File: src/rtl/dram_mux_pkg.sv
package dram_mux_pkg;
    typedef enum logic [2:0] {
        ST_IDLE,
        ST_RAS,
        ST_HOLD,
        ST_COL,
        ST_CAS,
        ST_PRE
    } seq_state_t;
endpackage

File: src/rtl/addr_hold.sv
module addr_hold #(
    parameter int ADDR_W = 14
) (
    input  logic              clk,
    input  logic              rst_n,
    input  logic              capture,
    input  logic [ADDR_W-1:0] addr,
    output logic [ADDR_W-1:0] addr_q
);
    always_ff @(posedge clk or negedge rst_n) begin
        if (!rst_n) begin
            addr_q <= '0;
        end else if (capture) begin
            addr_q <= addr;
        end
    end
endmodule

File: src/rtl/strobe_seq.sv
module strobe_seq
    import dram_mux_pkg::*;
#(
    parameter int CAS_CYC = 2
) (
    input  logic clk,
    input  logic rst_n,
    input  logic req,
    output logic capture,
    output logic row_sel,
    output logic active,
    output logic ras_n,
    output logic cas_n
);
    localparam int CNT_W = (CAS_CYC > 1) ? $clog2(CAS_CYC) : 1;

    seq_state_t state, state_nx;
    logic [CNT_W-1:0] cnt;

    // state register and column-strobe counter
    always_ff @(posedge clk or negedge rst_n) begin
        if (!rst_n) begin
            state <= ST_IDLE;
            cnt   <= '0;
        end else begin
            state <= state_nx;
            if (state == ST_COL) begin
                cnt <= CNT_W'(CAS_CYC - 1);
            end else if (state == ST_CAS && cnt != '0) begin
                cnt <= cnt - 1'b1;
            end
        end
    end

    always_comb begin
        state_nx = state;
        unique case (state)
            ST_IDLE: if (req) state_nx = ST_RAS;
            ST_RAS:  state_nx = ST_HOLD;
            ST_HOLD: state_nx = ST_COL;
            ST_COL:  state_nx = ST_CAS;
            ST_CAS:  if (cnt == '0) state_nx = ST_PRE;
            ST_PRE:  state_nx = ST_IDLE;
            default: state_nx = ST_IDLE;
        endcase
    end

    // outputs decoded from the current state
    always_comb begin
        capture = 1'b0;
        row_sel = 1'b1;
        active  = 1'b0;
        ras_n   = 1'b1;
        cas_n   = 1'b1;
        unique case (state)
            ST_IDLE: capture = req;
            ST_RAS, ST_HOLD: begin
                active = 1'b1;
                ras_n  = 1'b0;
            end
            ST_COL: begin
                active  = 1'b1;
                ras_n   = 1'b0;
                row_sel = 1'b0;
            end
            ST_CAS: begin
                active  = 1'b1;
                ras_n   = 1'b0;
                cas_n   = 1'b0;
                row_sel = 1'b0;
            end
            ST_PRE: ;
            default: ;
        endcase
    end
endmodule

File: src/rtl/row_col_mux.sv
module row_col_mux #(
    parameter int ROW_W = 6
) (
    input  logic [2*ROW_W-1:0] low_addr,
    input  logic               row_sel,
    output logic [ROW_W-1:0]   ma
);
    for (genvar b = 0; b < ROW_W; b++) begin : g_bit
        assign ma[b] = row_sel ? low_addr[b] : low_addr[ROW_W + b];
    end
endmodule

File: src/rtl/page_decode.sv
module page_decode #(
    parameter int PAGE_BITS = 2
) (
    input  logic [PAGE_BITS-1:0]      sel,
    input  logic                      active,
    output logic [(1<<PAGE_BITS)-1:0] page_en
);
    localparam int PAGES = 1 << PAGE_BITS;
    for (genvar p = 0; p < PAGES; p++) begin : g_page
        assign page_en[p] = active && (sel == PAGE_BITS'(p));
    end
endmodule

File: src/rtl/dram_addr_mux.sv
module dram_addr_mux #(
    parameter int ADDR_W  = 14,
    parameter int ROW_W   = 6,
    parameter int CAS_CYC = 2
) (
    input  logic                                    clk,
    input  logic                                    rst_n,
    input  logic                                    req,
    input  logic [ADDR_W-1:0]                       addr,
    output logic                                    ras_n,
    output logic                                    cas_n,
    output logic [ROW_W-1:0]                        ma,
    output logic [(1<<(ADDR_W-2*ROW_W))-1:0]        page_en
);
    localparam int PAGE_BITS = ADDR_W - 2*ROW_W;

    logic              capture, row_sel, active;
    logic [ADDR_W-1:0] addr_q;

    strobe_seq #(.CAS_CYC(CAS_CYC)) u_seq (
        .clk     (clk),
        .rst_n   (rst_n),
        .req     (req),
        .capture (capture),
        .row_sel (row_sel),
        .active  (active),
        .ras_n   (ras_n),
        .cas_n   (cas_n)
    );

    addr_hold #(.ADDR_W(ADDR_W)) u_hold (
        .clk     (clk),
        .rst_n   (rst_n),
        .capture (capture),
        .addr    (addr),
        .addr_q  (addr_q)
    );

    row_col_mux #(.ROW_W(ROW_W)) u_mux (
        .low_addr (addr_q[2*ROW_W-1:0]),
        .row_sel  (row_sel),
        .ma       (ma)
    );

    page_decode #(.PAGE_BITS(PAGE_BITS)) u_page (
        .sel     (addr_q[ADDR_W-1:2*ROW_W]),
        .active  (active),
        .page_en (page_en)
    );
endmodule

File: config.mk
export PLATFORM = sky130hd
export DESIGN_NAME = dram_addr_mux
export DESIGN_NICKNAME = d
export VERILOG_FILES = /design/src/rtl/dram_mux_pkg.sv /design/src/rtl/addr_hold.sv /design/src/rtl/strobe_seq.sv /design/src/rtl/row_col_mux.sv /design/src/rtl/page_decode.sv /design/src/rtl/dram_addr_mux.sv
export SDC_FILE = /design/constraint.sdc
export NUM_CORES = 1
export LEC_CHECK = 0
export BUFFER_PORTS_ARGS = -buffer_cell sky130_fd_sc_hd__buf_2
export CAP_MARGIN = 15
export CORE_MARGIN = 2
export CORE_UTILIZATION = 50
export CTS_BUF_LIST = sky130_fd_sc_hd__clkbuf_8 sky130_fd_sc_hd__clkbuf_16
export CTS_CLUSTER_SIZE = 20
export DETAILED_ROUTE_END_ITERATION = 6
export PLACE_DENSITY = 0.83
export SLEW_MARGIN = 0
export SYNTH_ARGS = -nofsm -noshare
export SYNTH_HDL_FRONTEND = slang
export SYNTH_SLANG_ARGS = --single-unit
export TNS_END_PERCENT = 100
File: constraint.sdc
create_clock -name clk -period 1.9 [get_ports clk]
set_input_delay 0.38 -clock clk [delete_from_list [all_inputs] [get_ports clk]]
set_output_delay 0.38 -clock clk [all_outputs]
set_load 0.005 [all_outputs]
Word-level counts from Yosys, hierarchy flattened

Cells that the tools add are included.

Memory bits (writable): 0
Register bits after elaboration: 18
Word-level logic and storage cells: 39
Bits in read-only memories: 0
Bits in latches: 0
Memories: 0

Add/subtract/negate cells: 1
Divide/modulo/power cells: 0
Bitwise logic cells: 0
Multipliers: 0
Reductions and logical operators: 11
Equal/unequal tests: 9
Muxes and demuxes: 15
Magnitude comparators: 0
Shift-type cells: 0

Operators by type and width:

| kind                                                             | number |
|---|---|
| 3-bit case mux with 5 select lines                               | 1 |
| 1-bit two-way mux                                                | 12 |
| 3-bit by 2-bit == test with 1-bit output (second input constant) | 2 |
| 3-bit two-way mux                                                | 2 |
| 1-bit logical AND                                                | 5 |
| 2-bit == test (second input constant)                            | 2 |
| 2-bit != test (second input constant)                            | 2 |
| 4-bit OR reduction                                               | 1 |
| 3-bit by 1-bit == test with 1-bit output (second input constant) | 1 |
| 3-bit == test (second input constant)                            | 1 |
| 3-bit zero test                                                  | 1 |
| 2-bit by 1-bit == test with 1-bit output (second input constant) | 1 |
| 2-bit zero test                                                  | 1 |
| 2-bit AND reduction                                              | 1 |
| 2-bit nonzero test                                               | 1 |
| 2-bit OR reduction                                               | 1 |
| 1-bit subtractor (second input constant)                         | 1 |

Logic depth before layout (Yosys ltp)

Depth in word-level cells: 4
Depth in mapped cells: 5
Mapped depth without buffers: 3

Hierarchy

A second synthesis with hierarchy kept.

Cells, all modules: 61
Area total of the unflattened synthesis: 852.1 sq um

By module, submodules not included:

| module      | times used | sequential area each (sq um) | area an instance (sq um) | cells each |
|---|---|---|---|---|
| addr_hold   | 1          | 350.3                        | 519.2                    | 29 |
| strobe_seq  | 1          | 100.1                        | 193.9                    | 21 |
| row_col_mux | 1          | 0.0                          | 101.3                    | 7 |
| page_decode | 1          | 0.0                          | 37.5                     | 4 |

Worst setup path before layout

OpenSTA, ideal clock, no wires.

Path type: register to output
Start: register u_seq.state[1]
End: output port ma[0]
Path buffers: 2
Slack: 0.395 ns
Stages on the path, launching flop included: 5
Arrival time: 1.125 ns
Required time: 1.520 ns
Path through: dfrtp_1 buf_2 and2_1 clkbuf_1 o311a_1

Longest elaborated chain between the ends: 3

RTL lines:

| element                                                                          | line                | source |
|---|---|---|
| from (decl)                                                                      | strobe_seq.sv:17    | `seq_state_t state, state_nx;` |
| from (signal assigned)                                                           | strobe_seq.sv:26    | `state <= state_nx;` |
| 3-bit == test / 3-bit by 2-bit == test with 1-bit output (equally long branches) | strobe_seq.sv:55    | `unique case (state)` |
| 2-bit OR reduction (no source line) (*)                                          | n/a                 |  |
| 1-bit two-way mux (*)                                                            | row_col_mux.sv:9    | `assign ma[b] = row_sel ? low_addr[b] : low_addr[ROW_W + b];` |
| to (decl)                                                                        | dram_addr_mux.sv:12 | `output logic [ROW_W-1:0] ma,` |

Every way passes the cells marked *; elsewhere a longest branch is shown, timed or not.

Worst setup path after layout

Start: register u_seq.state[0]
End: output port ma[5]

The elaborated chain is that of the path after synthesis.

==> reports/metrics.cfg <==
[global_route]
grt_usage_pct=19.9
grt_pass1_wl_um=3720
grt_max_degree=19
antenna_found_initial=0
grt_pass1_vias=850
grt_remaining_overflow=0

[detailed_routing]
routedWlPerCell_um=15.2
dr.first_iter.drc_count=17
via_per_inst=5.66
drcViolationCount=0
ant_nets=0
wl_um=2580
drtPass1Iterations=4
vias=963

[floorplan]
num_rows=16
start_util_pct=53.3
pin_count=29
dieArea_um2=2470
die_h_um=49.7
die_w_um=49.7
coreArea_um2=1960

[power_and_ir_drop]
power-per-cell-area_nw_per_um2=1740
p_total_mw=2.39
power.leakage_nw=0.622
ir_drop_mv=1.02

[critical_path]
path_class=reg2out
cp-start-kind=flip-flop
cp-startpoint=u_seq.state[0]
cp-end-kind=primary output
r2r-start=u_seq.state[2]
arrival_ps=1480
crit_fanout=6
worstPathRequired_ps=1520

[finish]
final_cell_area_um2=1380
final-instance-count-excl-fill=170
diodes=0
syn_to_final_growth_pct=31.7
drive_above_1_share_pct=38.5
fin_nets=162
final_core_util_pct=70.2

[clock_tree]
cts_hold_buf=0
cts-buffers-inserted=3
cts.sinks=18
clkTransAtPathRegs_ps=60
cts_max_level=1
cts-root-buf=clkbuf_8
clock_latency_ps=250
cts_tree=built
cts.path.max_buffers=2

[job]
cap_violations=0

[logic_synthesis]
ys_seq_elements=18
netlist_area_um2=1040
yosysSeqAreaShare_pct=43.1
syn_avg_cell_area_um2=9.86
syn_inst=106
yosys-top-cells-area=dfrtp_1 43%, o21ai_0 8.6%, nor2b_1 7.2%
synth_nets=123
yosys.cell_types.count=19
synth_top_area_share_pct=43.1
yosysTopAreaCell=dfrtp_1
yosys_warnings=0

[place]
dp_slack_ps=226
hpwl_um=1690
place_congestion=0.755
placed_area_um2=1250
port_buffers=28
dp_cells=159

[sta]
setup_ws_ps=43.8
finalSetupTns_ps=0
whs_ps=54.6
hold_viol=0
finalMaxSlewViolations=0
rsz0062_at_grt=true
tightest_slew_ps=411
finalSetupViolCount=0
clock_skew_ps=2.21
slew_headroom_pct=72.6
fin_crit_ps=1860
max_freq_ghz=0.539
timing.final.crit_share_pct=97.7

[status]
status=finished, final reports clean

[worst_hold_path]
min_path_type=in2async

registers in the layout, indices dropped and copies added, names as in the netlist:
register,count
u_seq.state,3
u_hold.addr_q,14
u_seq.cnt,1
report_power, final:
part           internal, mW  total (mW)  leakage [nW]  switching (mW)
registers             0.578       0.789         0.210           0.211
clock network         0.141       0.260        0.0216           0.119
logic                 0.749        1.34         0.391           0.593
total                  1.47        2.39         0.622           0.923
Yosys cell counts (all sizes together):
master,n
buf,5
o311a,6
nor2,4
nor3,10
xnor2,1
clkbuf,4
o21ai,18
inv,2
nor4b,1
nand2,4
dfrtp,18
and2,1
mux2,12
nor3b,6
nor2b,12
xor2,1
o31ai,1
metal layers:
| layer | vias up | part of all wire (%) | wire length, um | track usage, % |
|---|---|---|---|---|
| li1 | 455 | - | - | - |
| met1 | 461 | 41 | 1050 | 24.7 |
| met2 | 36 | 50 | 1290 | 30.9 |
| met3 | 11 | 4.7 | 121 | 3.64 |
| met4 | 0 | 4.5 | 115 | 14.4 |
| met5 | - | 0 | 0 | 0 |
cell type report:
type	count	area, um^2
Clock buffer	3	41.3
Fill cell	160	586
Inverter	2	7.51
Multi-Input combinational cell	77	548
Sequential cell	18	454
Tap cell	27	33.8
Timing Repair Buffer	43	292
worst paths after layout:
check / end / depth (start not counted) / slack, ps
worst max register to register: u_hold.addr_q[8] / 4 / 280
min in group clk: u_hold.addr_q[12] / 3 / 330
worst min register to register: u_hold.addr_q[6] / 1 / 530
worst max-delay path: ma[5] / 5 / 40
max in group asynchronous: u_seq.state[1] / 1 / 1530
worst min-delay path: u_hold.addr_q[6] / 1 / 50
cells in the final DEF (no fill, tap or decap):
cell type and count:
buf_4 10, clkbuf_8 3, buf_12 2, nor4b_4 1, nor3b_1 6, nand2_1 4
dfrtp_2 3, o21ai_1 8, mux2_2 6, o21ai_0 10, dlymetal6s2s_1 2, xor2_2 1
dfrtp_1 15, xnor2_1 1, and2_1 1, buf_6 1, mux2_1 6, nor2_1 4
nor2b_1 12, nor3_1 10, o31ai_1 1, buf_2 28, o311a_1 6, inv_1 2
repair_timing:
action / in CTS / in global routing
buffers inserted: 1 / 7
pin swaps: 0 / 0
resized for setup: 4 / 9
setup endpoints to repair: 7 / 10
critical path: stages, from the launching register on:
cell and delay [ps]:
dfrtp_2 450, dlymetal6s2s_1 190, nor2b_1 140, o21ai_1 160, o311a_1 190, buf_2 110
cell families (layout without fill, tap and decap cells):
family                    count (synthesis)  count (layout)  share of synthesized area (%)
muxes                                    12              12                           12.9
buffers and inverters                    11              48                           5.15
xor gates and xnor gates                  2               2                           1.68
DFF                                      18              18                           43.1
and+or+nand+nor                          38              38                           22.0
AOI/OAI and AO/OA                        25              25                           15.1
Power figures use the tool's default switching activity.
